`src/rtl/zbt_pkg.sv`:
```
package zbt_pkg;
  typedef enum logic { ORDER_LINEAR = 1'b0, ORDER_XOR = 1'b1 } burst_order_e;

  function automatic logic chip_selected(input logic a_n, input logic b_n, input logic c);
    return (!a_n) && (!b_n) && c;
  endfunction

  function automatic logic [1:0] burst_low(input logic [1:0] start, input logic [1:0] step,
                                           input burst_order_e order);
    return (order == ORDER_XOR) ? (start ^ step) : (start + step);
  endfunction
endpackage

```
`src/rtl/zbt_cmd_front.sv`:
```
module zbt_cmd_front #(
  parameter int ADDR_W = 6,
  parameter int LANES  = 4
) (
  input  logic              clk,
  input  logic              rst,
  input  logic              en,
  input  logic [ADDR_W-1:0] addr_i,
  input  logic              rd_wr_n_i,
  input  logic              adv_ld_i,
  input  logic              sel_a_n_i,
  input  logic              sel_b_n_i,
  input  logic              sel_c_i,
  input  logic [LANES-1:0]  lane_we_n_i,
  input  logic              burst_mode_i,
  output logic              sel_hit_o,
  output logic              cmd_valid_o,
  output logic              cmd_wr_o,
  output logic [ADDR_W-1:0] cmd_addr_o,
  output logic [LANES-1:0]  cmd_lanes_o
);
  import zbt_pkg::*;

  logic              live_q, last_wr_q;
  logic [ADDR_W-1:0] base_q;
  logic [1:0]        step_q, step_nxt;
  burst_order_e      order;

  assign sel_hit_o = chip_selected(sel_a_n_i, sel_b_n_i, sel_c_i);
  assign step_nxt  = step_q + 2'd1;
  assign order     = burst_order_e'(burst_mode_i);

  always_comb begin
    cmd_valid_o = 1'b0;
    cmd_wr_o    = last_wr_q;
    cmd_addr_o  = base_q;
    cmd_lanes_o = ~lane_we_n_i;
    if (sel_hit_o) begin
      if (!adv_ld_i) begin
        cmd_valid_o = 1'b1;
        cmd_wr_o    = !rd_wr_n_i;
        cmd_addr_o  = addr_i;
      end else if (live_q) begin
        cmd_valid_o = 1'b1;
        cmd_addr_o  = {base_q[ADDR_W-1:2], burst_low(base_q[1:0], step_nxt, order)};
      end
    end
  end

  always_ff @(posedge clk) begin
    if (rst) begin
      live_q    <= 1'b0;
      last_wr_q <= 1'b0;
      base_q    <= '0;
      step_q    <= 2'd0;
    end else if (en && sel_hit_o) begin
      if (!adv_ld_i) begin
        live_q    <= 1'b1;
        last_wr_q <= !rd_wr_n_i;
        base_q    <= addr_i;
        step_q    <= 2'd0;
      end else if (live_q) begin
        step_q <= step_nxt;
      end
    end
  end


  burst_step_chk: assert property (@(posedge clk) disable iff (rst)
    (en && sel_hit_o && adv_ld_i && live_q) |=> (step_q == $past(step_q) + 2'd1));
endmodule

```
`src/rtl/zbt_pipe.sv`:
```
module zbt_pipe #(
  parameter int ADDR_W = 6,
  parameter int LANES  = 4
) (
  input  logic              clk,
  input  logic              rst,
  input  logic              en,
  input  logic              cmd_valid_i,
  input  logic              cmd_wr_i,
  input  logic [ADDR_W-1:0] cmd_addr_i,
  input  logic [LANES-1:0]  cmd_lanes_i,
  output logic              stage1_valid_o,
  output logic              retire_valid_o,
  output logic              retire_wr_o,
  output logic [ADDR_W-1:0] retire_addr_o,
  output logic [LANES-1:0]  retire_lanes_o
);
  logic              s1_valid, s1_wr, s2_valid, s2_wr;
  logic [ADDR_W-1:0] s1_addr, s2_addr;
  logic [LANES-1:0]  s1_lanes, s2_lanes;

  always_ff @(posedge clk) begin
    if (rst) begin
      s1_valid <= 1'b0;
      s2_valid <= 1'b0;
    end else if (en) begin
      s1_valid <= cmd_valid_i;
      s2_valid <= s1_valid;
    end
  end

  always_ff @(posedge clk) begin
    if (en) begin
      s1_wr    <= cmd_wr_i;
      s1_addr  <= cmd_addr_i;
      s1_lanes <= cmd_lanes_i;
      s2_wr    <= s1_wr;
      s2_addr  <= s1_addr;
      s2_lanes <= s1_lanes;
    end
  end

  assign stage1_valid_o = s1_valid;
  assign retire_valid_o = s2_valid;
  assign retire_wr_o    = s2_wr;
  assign retire_addr_o  = s2_addr;
  assign retire_lanes_o = s2_lanes;


  freeze_chk: assert property (@(posedge clk) disable iff (rst)
    !en |=> $stable({s1_valid, s2_valid}));

  advance_chk: assert property (@(posedge clk) disable iff (rst)
    en |=> (s2_valid == $past(s1_valid)));
endmodule

```
`src/rtl/zbt_store.sv`:
```
module zbt_store #(
  parameter int ADDR_W = 6,
  parameter int DATA_W = 32,
  parameter int LANE_W = 8
) (
  input  logic                     clk,
  input  logic                     rst,
  input  logic                     en,
  input  logic                     retire_valid_i,
  input  logic                     retire_wr_i,
  input  logic [ADDR_W-1:0]        retire_addr_i,
  input  logic [DATA_W/LANE_W-1:0] retire_lanes_i,
  input  logic [DATA_W-1:0]        wdata_i,
  output logic                     rd_valid_o,
  output logic [DATA_W-1:0]        rd_data_o
);
  localparam int LANES = DATA_W / LANE_W;
  localparam int DEPTH = 1 << ADDR_W;

  logic              wr_fire, rd_fire, rd_valid_q;
  logic [DATA_W-1:0] rd_word;

  assign wr_fire = en && retire_valid_i && retire_wr_i;
  assign rd_fire = en && retire_valid_i && !retire_wr_i;

  for (genvar g = 0; g < LANES; g++) begin : g_lane
    logic [LANE_W-1:0] lane_mem [DEPTH];
    logic [LANE_W-1:0] lane_q;
    always_ff @(posedge clk) begin
      if (wr_fire && retire_lanes_i[g])
        lane_mem[retire_addr_i] <= wdata_i[g*LANE_W +: LANE_W];
      if (rd_fire)
        lane_q <= lane_mem[retire_addr_i];
    end
    assign rd_word[g*LANE_W +: LANE_W] = lane_q;
  end

  always_ff @(posedge clk) begin
    if (rst)     rd_valid_q <= 1'b0;
    else if (en) rd_valid_q <= rd_fire;
  end

  assign rd_valid_o = rd_valid_q;
  assign rd_data_o  = rd_word;


  read_launch_chk: assert property (@(posedge clk) disable iff (rst)
    rd_fire |=> rd_valid_q);

  bubble_release_chk: assert property (@(posedge clk) disable iff (rst)
    (en && !retire_valid_i) |=> !rd_valid_q);
endmodule

```
`src/rtl/zbt_sram_core.sv`:
```
module zbt_sram_core #(
  parameter int ADDR_W = 6,
  parameter int DATA_W = 32,
  parameter int LANE_W = 8
) (
  input  logic                     clk,
  input  logic                     rst,
  input  logic [ADDR_W-1:0]        addr_i,
  input  logic                     rd_wr_n_i,
  input  logic                     adv_ld_i,
  input  logic                     sel_a_n_i,
  input  logic                     sel_b_n_i,
  input  logic                     sel_c_i,
  input  logic                     clk_en_n_i,
  input  logic [DATA_W/LANE_W-1:0] lane_we_n_i,
  input  logic                     out_en_n_i,
  input  logic                     burst_mode_i,
  input  logic [DATA_W-1:0]        bus_in_i,
  output logic [DATA_W-1:0]        bus_out_o,
  output logic                     bus_drive_o
);
  localparam int LANES = DATA_W / LANE_W;

  logic              en, sel_hit, stage1_valid, rd_valid;
  logic              cmd_valid, cmd_wr, ret_valid, ret_wr;
  logic [ADDR_W-1:0] cmd_addr, ret_addr;
  logic [LANES-1:0]  cmd_lanes, ret_lanes;

  assign en = !clk_en_n_i;

  zbt_cmd_front #(.ADDR_W(ADDR_W), .LANES(LANES)) front_i (
    .clk(clk), .rst(rst), .en(en), .addr_i(addr_i), .rd_wr_n_i(rd_wr_n_i),
    .adv_ld_i(adv_ld_i), .sel_a_n_i(sel_a_n_i), .sel_b_n_i(sel_b_n_i), .sel_c_i(sel_c_i),
    .lane_we_n_i(lane_we_n_i), .burst_mode_i(burst_mode_i), .sel_hit_o(sel_hit),
    .cmd_valid_o(cmd_valid), .cmd_wr_o(cmd_wr), .cmd_addr_o(cmd_addr), .cmd_lanes_o(cmd_lanes));

  zbt_pipe #(.ADDR_W(ADDR_W), .LANES(LANES)) pipe_i (
    .clk(clk), .rst(rst), .en(en), .cmd_valid_i(cmd_valid), .cmd_wr_i(cmd_wr),
    .cmd_addr_i(cmd_addr), .cmd_lanes_i(cmd_lanes), .stage1_valid_o(stage1_valid),
    .retire_valid_o(ret_valid), .retire_wr_o(ret_wr), .retire_addr_o(ret_addr),
    .retire_lanes_o(ret_lanes));

  zbt_store #(.ADDR_W(ADDR_W), .DATA_W(DATA_W), .LANE_W(LANE_W)) store_i (
    .clk(clk), .rst(rst), .en(en), .retire_valid_i(ret_valid), .retire_wr_i(ret_wr),
    .retire_addr_i(ret_addr), .retire_lanes_i(ret_lanes), .wdata_i(bus_in_i),
    .rd_valid_o(rd_valid), .rd_data_o(bus_out_o));

  assign bus_drive_o = rd_valid && !out_en_n_i;


  deselect_bubble_chk: assert property (@(posedge clk) disable iff (rst)
    (en && !sel_hit) |=> !stage1_valid);

  powerup_hiz_chk: assert property (@(posedge clk) disable iff (rst)
    $fell(rst) |-> !bus_drive_o);

  hold_drive_chk: assert property (@(posedge clk) disable iff (rst)
    (clk_en_n_i && rd_valid) |=> rd_valid && $stable(bus_out_o));
endmodule

```
`config.mk`:
```
export PLATFORM = sky130hd
export DESIGN_NAME = zbt_sram_core
export DESIGN_NICKNAME = d
export VERILOG_FILES = /design/src/rtl/zbt_pkg.sv /design/src/rtl/zbt_cmd_front.sv /design/src/rtl/zbt_pipe.sv /design/src/rtl/zbt_store.sv /design/src/rtl/zbt_sram_core.sv
export SDC_FILE = /design/constraint.sdc
export NUM_CORES = 2
export LEC_CHECK = 0
export ABC_CLOCK_PERIOD_IN_PS = 4250
export BUFFER_PORTS_ARGS = -buffer_cell sky130_fd_sc_hd__buf_2
export CORE_UTILIZATION = 45
export CTS_CLUSTER_SIZE = 16
export DETAILED_ROUTE_END_ITERATION = 10
export PLACE_DENSITY = 0.63
export SLEW_MARGIN = 15
export SYNTH_ARGS = -nofsm -noshare
export SYNTH_HDL_FRONTEND = slang
export SYNTH_SLANG_ARGS = --single-unit
export TNS_END_PERCENT = 5
```
`constraint.sdc`:
```
create_clock -name clk -period 4.25 [get_ports clk]
set_input_delay 0.85 -clock clk [delete_from_list [all_inputs] [get_ports clk]]
set_output_delay 0.85 -clock clk [all_outputs]
set_load 0.005 [all_outputs]
```
After elaboration in Yosys (flattened, before gate mapping)
Memory sizes are Yosys's and may differ from the RTL's. A register that Yosys moved wholly into a read port is not among the register bits.
Cells that the tools add are included.
- bits in registers: 35
- bits in writable memories: 2048
- output and inout port bits: 33
- input port bits: 52
- memories: 4
- latch bits: 0
- ROM bits: 0
- equality and inequality tests: 1
- $add $sub $neg: 2
- divide/modulo/power cells: 0
- reductions and logical operators: 19
- $mul: 0
- bitwise operators: 3
- $lt $le $gt $ge: 0
- shift operators: 0
- mux-type cells: 19
- memories (memory ; depth ; bits a word ; read ports ; clocked after memory_dff ; wr ports ; RTL line ; RTL):
    store_i.g_lane[0].lane_mem ; 64 ; 8 ; 1 ; 1 ; 1 ; zbt_store.sv:27 ; logic [LANE_W-1:0] lane_mem [DEPTH];
    store_i.g_lane[1].lane_mem ; 64 ; 8 ; 1 ; 1 ; 1 ; zbt_store.sv:27 ;
    store_i.g_lane[2].lane_mem ; 64 ; 8 ; 1 ; 1 ; 1 ; zbt_store.sv:27 ;
    store_i.g_lane[3].lane_mem ; 64 ; 8 ; 1 ; 1 ; 1 ; zbt_store.sv:27 ;
- operator list (kind ; count):
    $mux W1 ; 13
    $mux W6 ; 2
    $logic_and A1 B1 Y1 ; 11
    $mux W2 ; 4
    $logic_not A1 Y1 ; 6
    $not A4 Y4 ; 1
    $reduce_and A2 Y1 ; 2
    $add A2 B1 Y2 const B ; 1
    $add A2 B2 Y2 ; 1
    $ne A2 B1 Y1 const B ; 1
    $xor A2 B2 Y2 ; 1
    $not A1 Y1 ; 1

Depth between registers and ports, before layout
- depth after elaboration: 6
- gate-level depth with buffers: 11

Modules after synthesis
Synthesis repeated with hierarchy kept, for this count alone.
- cell total of the unflattened synthesis: 4718
- area total of the unflattened synthesis: 81350.5 um2
- by module, submodules not included (module ; times used ; area an instance (um2) ; seq. area each (um2) ; cells an instance):
    zbt_store ; 1 ; 79976.7 ; 62479.9 ; 4612
    zbt_pipe ; 1 ; 728.2 ; 700.7 ; 28
    zbt_cmd_front ; 1 ; 628.1 ; 200.2 ; 76
    zbt_sram_core ; 1 ; 17.5 ; 0.0 ; 2

Least setup slack after synthesis
OpenSTA, ideal clock, no wires.
- path type: in2reg
- start point: input clk_en_n_i
- end point: register store_i.g_lane[0].lane_q[0] (read register of store_i.g_lane[0].lane_mem), enable pin
- setup time: 0.470 ns
- stages: 2
- slack: 0.322 ns
- data arrival time: 3.458 ns
- data required time: 3.780 ns
- cells stage by stage: clkbuf_1 -> nor3b_1
- cells in the longest elaborated chain, start to end: 3
- ends and longest elaborated chain (what ; RTL line ; RTL):
    start, declared ; zbt_sram_core.sv:14 ; input logic clk_en_n_i,
    $logic_not A1 Y1 ; zbt_sram_core.sv:29 ; assign en = !clk_en_n_i;
    $logic_and A1 B1 Y1 (2 in a row) ; zbt_store.sv:24 ; assign rd_fire = en && retire_valid_i && !retire_wr_i;
    named net store_i.rd_fire ; zbt_store.sv:20 ; logic wr_fire, rd_fire, rd_valid_q;
    end, declared ; zbt_store.sv:28 ; logic [LANE_W-1:0] lane_q;
The timed path passes the listed nets, and every way through them passes these cells.
A chain may end at the register's enable or synchronous reset.

==> impl_metrics.toml <==
[critical_path]
reg2reg_slack_ns = 0.47
r2r-end = "store_i.g_lane[3].lane_q[7]"
setup.worst_path.start_class = "register"
crit_path_max_fanout = 38
path_class = "reg2reg"
critPathRequiredTime_ns = 4.85
r2r_start = "pipe_i.retire_addr_o[2]"
r2r.worst_path.cells = 8
cp-end-kind = "register"
arrival_ns = 4.39

[synth]
ys_ff_latch = 2115
postSynthAreaPerCell_um2 = 17.0
synth_cells = 4801
synth_top_flop_cell = "edfxtp_1"
seq_area_frac_synth = 0.775
synth_edf_count = 2102
synth_cell_type_count = 70
ys_warn_count = 0
synthArstFlopShare = 0
syn_nets = 4854
netlist_area_um2 = 81800

[finish]
instances_no_fill = 7724
mostFrequentLayoutCells = "edfxtp_1 (2,102), buf_4 (427), a22oi_1 (375)"
final_common_cell = "edfxtp_1"
area_growth_pct = 14.5
nNetsFinal = 5233
layout-drive-gt1-share = 0.180

[global_routing]
grt_start_max_net_pins = 76
antenna_found_initial = 16
grt_pass1_wl_um = 359000
grt_pass1_vias = 47800
overflow = 0
track_usage = 0.274

[timing]
final-setup-viol-count = 0
fin_setup_tns_ns = 0
worstMarginPinSlew_ns = 1.25
fin_skew_ns = 0.0341
finalMaxSlewViolations = 0
finalWorstSetupSlack_ns = 0.469
timing.fmax_mhz = 264
period_needed_ns = 3.78
hold_viol = 0
fin_crit_sh = 0.890
relSlewSlack = 0.167
rsz0062_at_grt = "false"

[clocking]
clk_latency_ns = 0.87
root_buffer = "clkbuf_16"
path_clk_slew_ns = 0.06
clk_path_buf_depth = 3
cts-resized-gates = 0
htreeDepth = 4
cts_sinks = 2115
cts_buffers = 209
cts_hold_buf = 0
cts_tree = "done"
postCtsSetupRepairBufs = 0

[die]
fp.dieH_um = 428
dieArea_um2 = 183000
rows = 156
initial_core_util = 0.453
num_io_pins = 85
coreArea_um2 = 181000
die_w_um = 428

[min_path]
holdPathStages = 2
hold_end = "pipe_i.s1_lanes[1]"
hold_class = "in2reg"
hold_start = "lane_we_n_i[1]"

[route]
wire_per_inst_um = 33.1
drc = 0
vias = 49700
detail_route.first_pass.iterations = 7
ant_nets = 0
drt_iter0_drc = 7665
routed_wl_um = 256000
viasPerCell = 6.43

[placement]
dp.cells = 7339
dpl.hpwl_um = 162000
portBuffers = 84
gp_congestion = 0.909
place_ws_ns = 0.569

[power]
power.density_nw_per_um2 = 457
finalPower_mw = 42.8
power.leakage_nw = 30.0
irDropWorstVdd_v = 0.000342

[run]
drv_cap = 0

[run_status]
status = "completed"
[metrics by stage]
stage                     hold slack (ns)  utilization  instance area [um2]
after CTS                           0.205        0.518                93600
after global placement              0.405        0.483                87200
after detailed placement            0.409        0.483                87200
after global routing                0.221        0.518                93600
final                               0.239        0.519                93600
after floorplan                     0.400            -                81800
[synth_stat cells (28+ instances only)]
cell type  instances  area [um2]
a22oi_1          375        2820
nand2_1          188         706
o21ai_0          100         500
a21oi_1          156         781
mux2i_1          220        2200
mux2_1            28         315
buf_2            149         746
a22o_1            77         674
mux4_2            47        1060
clkbuf_1         136         510
nor2_1           362        1360
o21ai_1           45         225
o22ai_1           74         463
a221oi_1         211        1850
edfxtp_1        2102       63100
mux2_2            62         698
[kinds of logic (layout without fill, tap and decap cells)]
kind of cell	count (synthesis)	after routing	synth area share
muxes	359	359	0.0526
AOI/OAI and AO/OA	1241	1241	0.111
and+or+nand+nor	708	708	0.0376
DFF	2115	2115	0.775
other	0	6	0
xor gates and xnor gates	2	2	0.000214
adders and majority gates	1	1	0.000153
buffers and inverters	375	922	0.0233
[routing by layer]
metal,wire length [um],GRT usage,vias up
met3,30500,0.0752,614
met2,117000,0.421,3279
li1,-,-,20300
met1,96100,0.365,25400
met4,12500,0.123,10
met5,60,0.00182,-
[where the power goes]
group          internal, mW  leakage (nW)  total, mW  switching (mW)
logic                 0.647          7.82       2.26            1.61
registers              23.0          19.0       23.0          0.0222
clock network          9.73          3.13       17.6            7.85
total                  33.3          30.0       42.8            9.49
[final cells by class]
class / count / area, um2
multi-input cells: 2311 / 16600
repair buffers: 534 / 4160
flip-flops and latches: 2115 / 63400
well taps: 2370 / 2970
diodes: 6 / 15.0
clock buffers: 265 / 5480
fillers: 14400 / 86900
clock inverters: 114 / 952
inverters: 9 / 36.3
[worst max-delay path by stage]
stage                                        from                     endpoint  cells past startpoint
final                     pipe_i.retire_addr_o[2]  store_i.g_lane[3].lane_q[7]                      8
after global placement    pipe_i.retire_addr_o[2]  store_i.g_lane[3].lane_q[1]                      7
after global routing      pipe_i.retire_addr_o[2]  store_i.g_lane[3].lane_q[7]                      8
after CTS                 pipe_i.retire_addr_o[0]  store_i.g_lane[1].lane_q[5]                      6
after floorplan                        clk_en_n_i  store_i.g_lane[0].lane_q[0]                      2
after detailed placement  pipe_i.retire_addr_o[0]  store_i.g_lane[1].lane_q[5]                      6
[sequential cells by signal, indices dropped and copies added, names as in the netlist]
register,cells
store_i.g_lane.lane_mem,2048
store_i.g_lane.lane_q,32
front_i.base_q,6
pipe_i.retire_addr_o,6
pipe_i.s1_addr,6
pipe_i.retire_lanes_o,4
pipe_i.s1_lanes,4
front_i.step_q,2
front_i.last_wr_q,1
front_i.live_q,1
pipe_i.retire_valid_o,1
pipe_i.retire_wr_o,1
pipe_i.s1_wr,1
pipe_i.stage1_valid_o,1
store_i.rd_valid_o,1
[worst max-delay path, stage by stage, from the launching register on]
cell and delay [ns]:
edfxtp_1 0.66, buf_12 0.34, buf_4 0.32, mux2_2 0.38, a22oi_1 0.17, nor2_1 0.07, a221oi_1 0.67, o22ai_1 0.40
or4_1 0.49
Power figures use the tool's default switching activity.
